`src/rtl/cfs_pkg.sv`:
```
package cfs_pkg;
  parameter int CFS_SIG_W = 16;
  typedef logic [CFS_SIG_W-1:0] sig_t;

  // Fold a block-entry event into the running signature.
  function automatic sig_t cfs_advance(input sig_t g, input sig_t diff, input sig_t adj);
    return g ^ diff ^ adj;
  endfunction

  // True when the folded signature misses the assigned one.
  function automatic logic cfs_differs(input sig_t got, input sig_t want);
    return |(got ^ want);
  endfunction
endpackage

```
`src/rtl/cfs_sig_reg.sv`:
```
module cfs_sig_reg
  import cfs_pkg::*;
#(
  parameter sig_t RESET_SIG = '0
) (
  input  logic clk,
  input  logic rst_n,
  input  logic load,
  input  sig_t load_val,
  input  logic adv,
  input  sig_t adv_val,
  output sig_t g
);
  always_ff @(posedge clk or negedge rst_n) begin
    if (!rst_n)    g <= RESET_SIG;
    else if (load) g <= load_val;
    else if (adv)  g <= adv_val;
  end
endmodule

```
`config.mk`:
```
export PLATFORM = sky130hd
export DESIGN_NAME = cfs_sig_reg
export DESIGN_NICKNAME = d
export VERILOG_FILES = /design/src/rtl/cfs_pkg.sv /design/src/rtl/cfs_sig_reg.sv
export SDC_FILE = /design/constraint.sdc
export NUM_CORES = 1
export LEC_CHECK = 0
export ABC_AREA = 1
export BUFFER_PORTS_ARGS = -buffer_cell sky130_fd_sc_hd__buf_2
export CORE_MARGIN = 1
export CORE_UTILIZATION = 43
export CTS_BUF_LIST = sky130_fd_sc_hd__clkbuf_4 sky130_fd_sc_hd__clkbuf_8 sky130_fd_sc_hd__clkbuf_16
export DETAILED_ROUTE_END_ITERATION = 8
export PLACE_DENSITY = 0.94
export SETUP_SLACK_MARGIN = 0.3
export SLEW_MARGIN = 15
export SYNTH_ARGS = -nofsm -noshare
export SYNTH_HDL_FRONTEND = slang
export SYNTH_SLANG_ARGS = --single-unit
```
`constraint.sdc`:
```
create_clock -name clk -period 1.75 [get_ports clk]
set_clock_uncertainty 0.1 [all_clocks]
set_input_delay 0.2625 -clock clk [delete_from_list [all_inputs] [get_ports clk]]
set_output_delay 0.2625 -clock clk [all_outputs]
set_load 0.03 [all_outputs]
```
==> run summary, run 1 <==
Fraction of registers with async set/reset = 1.00
Clk_lat worst skew = 270 ps
Final setup viols = 0
Hold Vio Cnt, Final = 0
WP depth = 1
CTS root buf = clkbuf_4
CTS tree = yes
Netlist area before placement = 772 µm²
Pre-CTS setup slack = 503 ps
CP Launch Point = g[4]
Worst path arrival time = 860 ps
Initial DRC count = 20
Synth top area cells = dfrtp_1, nand3_1, nand2_1
Initial Utilization = 0.484
Critical Path Source Type = register
RD Place Congestion = 0.709
CP max stage delay = 400 ps
R2R setup slack = 1000 ps
Max FFs per register = 16
CTS H-tree depth = 1
Routed WL per cell = 11.2 µm
Vias = 818
Die H = 44.4 µm
Std cell rows = 14
Num CTS Buffers = 3
Worst-case vdd ir drop = 447 µV
Average size of a mapped cell = 8.77 µm²
Max-slew violation count = 0
Share of layout cells above drive strength 1 = 0.428
I/O pin cnt = 52
Reg2reg end = g[9]
Number of global-route vias before repair = 679
Most frequent cells after synthesis = nand2_1, nand3_1, dfrtp_1
Antenna violations before repair = 0
Area leader, netlist = dfrtp_1
Final #Nets = 175
CTS Sinks = 16
Number of vias per cell = 5.05
Post-route DRC violation count = 0
Max Freq = 0.816 GHz
CP max FO = 2
Number of synthesized register bits = 16
Status = complete, no violations
Post-CTS Setup Bufs = 0
Setup TNS = 0 ps
Worst-margin pin slew = 373 ps
P_leak = 0.581 nW
Post-route antenna net violation count = 0
Pwr per Cell Area = 847 nW/µm²
RSZ-0062 raised after global routing = no
DPL Wire Length = 1380 µm
GRT Total Usage = 0.199
Unique masters post-synth = 9
Max Cap Viol = 0
Syn Nets = 124
Mapped Cells = 88
CTS clk-pin slew, worst paths = 90 ps
First-pass GRT wire length = 2910 µm
Post-synth EDFFs = 0
Worst setup margin = 525 ps
Min Tclk post-route = 1220 ps
Full die area = 1970 µm²
GRT overflow = 0
Reg2reg start = g[9]
Crit path cell chain = buf_2
Largest net degree at the start of global routing = 19
Core Box Area = 1590 µm²
Period utilization = 0.700
Worst Path Buf+Inv = 1
Worst reg-to-reg path cell count = 2
Crit. End Element = output port
Bufs on Longest Clock Path = 2
Area Overhead vs Synth = 35.5%
Critical path class = reg -> out
Top cell type's share of synthesized area = 0.519
Drt total wl = 1820 µm
Hold_sp = load_val[14]
Worst path required time = 1390 ps
Die width = 44.4 µm
Seq/Total Area, Yosys = 0.519
Type of the worst min-delay path = in -> reg
Hold Path Depth = 3
Drt first pass iters = 4
Top FF cell, synth = dfrtp_1
Crit path max-delay family = flip-flops
Slew headroom = 0.751
Most common cell in the netlist = nand2_1
Largest Register = g
Finished Core Util = 0.656
Synth Warn # = 0
Slowest cell on the critical path = dfrtp_1
End point of the critical path = g[4]
Regs by FF count = g (16)
N_diodes = 0
Port Buffers = 51
layer usage:
layer / wire, µm / share of wire / GRT usage
met1: 811 / 0.45 / 0.267
met2: 852 / 0.47 / 0.332
met3: 153 / 0.084 / 0.0367
met4: 0 / 0 / 0.0545
met5: 0 / 0 / 0
layout by cell type (no fill, tap or decap), drive strengths merged:
| master | netlist | final |
|---|---|---|
| buf | 6 | 51 |
| nand2 | 32 | 32 |
| nand3 | 32 | 32 |
| dfrtp | 16 | 16 |
| clkbuf | 0 | 4 |
| nor2 | 1 | 1 |
| inv | 1 | 1 |
| dlygate4sd3 | 0 | 1 |
metrics by stage:
stage / total power [mW] / instances / cell area [µm²] / hold slack [ps]
2_1_floorplan: 0.572 / 88 / 772 / -133
3_3_place_gp: 0.648 / 157 / 1000 / 83.7
3_5_place_dp: 0.655 / 157 / 1000 / 88.3
4_1_cts: 0.892 / 162 / 1050 / 90.1
5_1_grt: 0.934 / 162 / 1050 / 81.5
6_report: 0.886 / 162 / 1050 / 95.8
cell type report:
| class | count | area [µm²] |
|---|---|---|
| clock buffer | 4 | 36.3 |
| fill | 142 | 548 |
| inverter | 1 | 3.75 |
| multi-input combinational | 65 | 310 |
| sequential | 16 | 400 |
| tap | 24 | 30.0 |
| timing repair buffer | 52 | 265 |
where the power goes:
group / total, mW / internal, mW / switching (mW)
clock network: 0.238 / 0.126 / 0.112
logic: 0.226 / 0.0772 / 0.149
registers: 0.422 / 0.404 / 0.0180
total: 0.886 / 0.608 / 0.279
worst reg2reg max path: stages (launching register included):
cell and delay [ps]:
dfrtp_1 400, nand2_1 70, nand3_1 70
kinds of logic after synthesis:
| family | count (synthesis) | share of synthesized area |
|---|---|---|
| AND/OR/NAND/NOR | 65 | 0.402 |
| flip-flops | 16 | 0.519 |
| buffers and inverters | 7 | 0.0794 |
worst min path at each step:
stage / endpoint / slack, ps
final: g[14] / 100
after global routing: g[14] / 80
after CTS: g[14] / 90
after detailed placement: g[5] / 90
after global placement: g[5] / 80
after floorplan: g[0] / -130
repair_timing:
action	CTS	global route
hold buffers	1	0
resized for setup	0	0
hold endpoints to repair	16	0
No activity file was read; power rests on OpenSTA's default activity.
==> run 2: changes to the inputs <==
ABC_AREA = 0   (was 1)
CORE_UTILIZATION = 35   (was 43)
PLACE_DENSITY = 0.85   (was 0.94)
clock period = 1 ns   (was 1.75 ns; I/O delays follow)
==> run 2 against run 1 <==
The run now ends with hold timing, setup timing left; via count fell by 15%; area after synthesis fell by 3.6%; register-to-register slack got worse by 1000 ps; final cell count fell by 8.6%; count of clock-buffer cells in the layout fell by 1; clock power rose by 37%; wire length fell by 1.2%; critical path type unchanged; critical endpoint is now g[14]; largest cell class unchanged.
==> run summary, run 2 <==
Average size of a mapped cell = 10.8 µm²
Mapped Cells = 69
R2R setup slack = -10 ps
Initial DRC count = 9
Max Freq = 0.915 GHz
CP Launch Point = g[14]
Largest Register = g
Port Buffers = 51
Post-synth EDFFs = 0
Core Box Area = 1980 µm²
CTS H-tree depth = 1
First-pass GRT wire length = 2540 µm
RD Place Congestion = 0.599
Clk_lat worst skew = 270 ps
Synth Warn # = 0
CTS Sinks = 16
Max-slew violation count = 0
Seq/Total Area, Yosys = 0.538
RSZ-0062 raised after global routing = yes
Area Overhead vs Synth = 58.3%
Overall power = 1.58 mW
Commonest non-fill, non-tap cell in the layout = buf_2
Worst setup margin = -93.1 ps
Netlist area before placement = 744 µm²
Top FF cell, synth = dfrtp_1
Std cell rows = 16
Share of layout cells above drive strength 1 = 0.612
Number of vias per cell = 4.68
Critical Path Source Type = register
Critical path class = reg -> out
Routed WL per cell = 12.1 µm
Largest net degree at the start of global routing = 33
Reg2reg start = g[4]
Final #Nets = 159
Slowest cell on the critical path = dfrtp_2
Most frequent cells in the layout = buf_2, buf_6, nand2_1, o21ai_1, dfrtp_2
DP Area = 1030 µm²
Max Cap Viol = 0
Initial Utilization = 0.376
Num CTS Buffers = 3
Slew headroom = 0.662
Drt first pass iters = 3
Period utilization = 1.09
Synth top area cells = dfrtp_1, mux2i_1, nand2_1
CP max stage delay = 420 ps
Post-Layout Cell Count = 148
Vias = 692
Crit path max-delay family = flip-flops
Placed cells = 143
Min Tclk post-route = 1090 ps
Worst path arrival time = 840 ps
CTS clk-pin slew, worst paths = 90 ps
P_leak = 0.594 nW
Hold Vio Cnt, Final = 29
Number of synthesized register bits = 16
Antenna violations before repair = 0
N_diodes = 0
Top cell type's share of synthesized area = 0.538
Crit path cell chain = buf_6
Full die area = 2320 µm²
Die width = 48.1 µm
Regs by FF count = g (16)
Max FFs per register = 16
GRT Total Usage = 0.170
Most frequent cells after synthesis = dfrtp_1, mux2i_1, nand2_1
Unique masters post-synth = 9
I/O pin cnt = 52
Post-route antenna net violation count = 0
Worst hold margin = -335 ps
CP max FO = 2
Pwr per Cell Area = 1340 nW/µm²
Status = finished, violations left
Design Area, Final = 1180 µm²
Syn Nets = 105
Die H = 48.1 µm
Type of the worst min-delay path = in -> async
Worst path required time = 750 ps
Worst-case vdd ir drop = 614 µV
Area leader, netlist = dfrtp_1
CTS tree = yes
Drt total wl = 1800 µm
Fraction of registers with async set/reset = 1.00
Final setup viols = 17
GRT overflow = 0
Worst-margin pin slew = 507 ps
CTS root buf = clkbuf_4
Post-route DRC violation count = 0
Failing checks = hold timing, setup timing
DPL Wire Length = 1280 µm
Worst Path Buf+Inv = 1
Crit. End Element = output port
Number of global-route vias before repair = 633
Bufs on Longest Clock Path = 2
[run 2: changes by cell type in the layout (fill, tap and decap cells not counted), sizes merged]
cell,change
buf,+3
clkbuf,-1
dlygate4sd3,-1
inv,-1
mux2i,+16
nand2,-16
nand3,-32
nor2,-1
o21ai,+16
[run 2: layout make-up]
type,count,area (µm²)
multi-input combinational,48,304
sequential,16,420
timing repair buffer,54,398
tap,27,33.8
clock buffer,3,22.5
fill,175,803
[run 2: final timing paths]
kind | endpoint | cells past startpoint
max | g[14] | 1
min | g[15] | 1
max reg2reg | g[4] | 3
min reg2reg | g[1] | 2
max in group asynchronous | g[10] | 1
min in group clk | g[6] | 3
[run 2: per-stage QoR]
step	setup TNS, ps	setup slack [ps]	util
2_1_floorplan	0	117	-
3_3_place_gp	0	61.2	0.520
3_5_place_dp	0	20.7	0.520
4_1_cts	-1490	-106	0.587
5_1_grt	-1810	-121	0.595
6_report	-1320	-93.1	0.595
[run 2: kinds of logic after synthesis]
group / count (synthesis) / share of synthesized area
flops: 16 / 0.538
buf+inv: 5 / 0.0588
simple gates: 16 / 0.0807
mux: 16 / 0.215
compound gates: 16 / 0.108
[run 2: layer usage]
metal  wire (µm)  global-route usage  share of wire  up-vias
met4          55               0.139          0.031        0
met1         744               0.178           0.41      311
li1            -                   -              -      342
met3         113              0.0259          0.063        4
met5           0                   0              0        -
met2         883               0.297           0.49       35
[run 2: what timing repair did]
item,4_1_cts,5_1_grt
pin swaps,0,0
hold endpoints to repair,31,23
setup endpoints to repair,32,32
buffers inserted,1,1
resized for setup,33,2
[run 2: report_power, final]
part           switching, mW  total, mW  leakage, nW  internal (mW)
Clock                  0.185      0.325       0.0138          0.139
Combinational          0.255      0.495        0.405          0.240
Sequential            0.0454      0.763        0.175          0.717
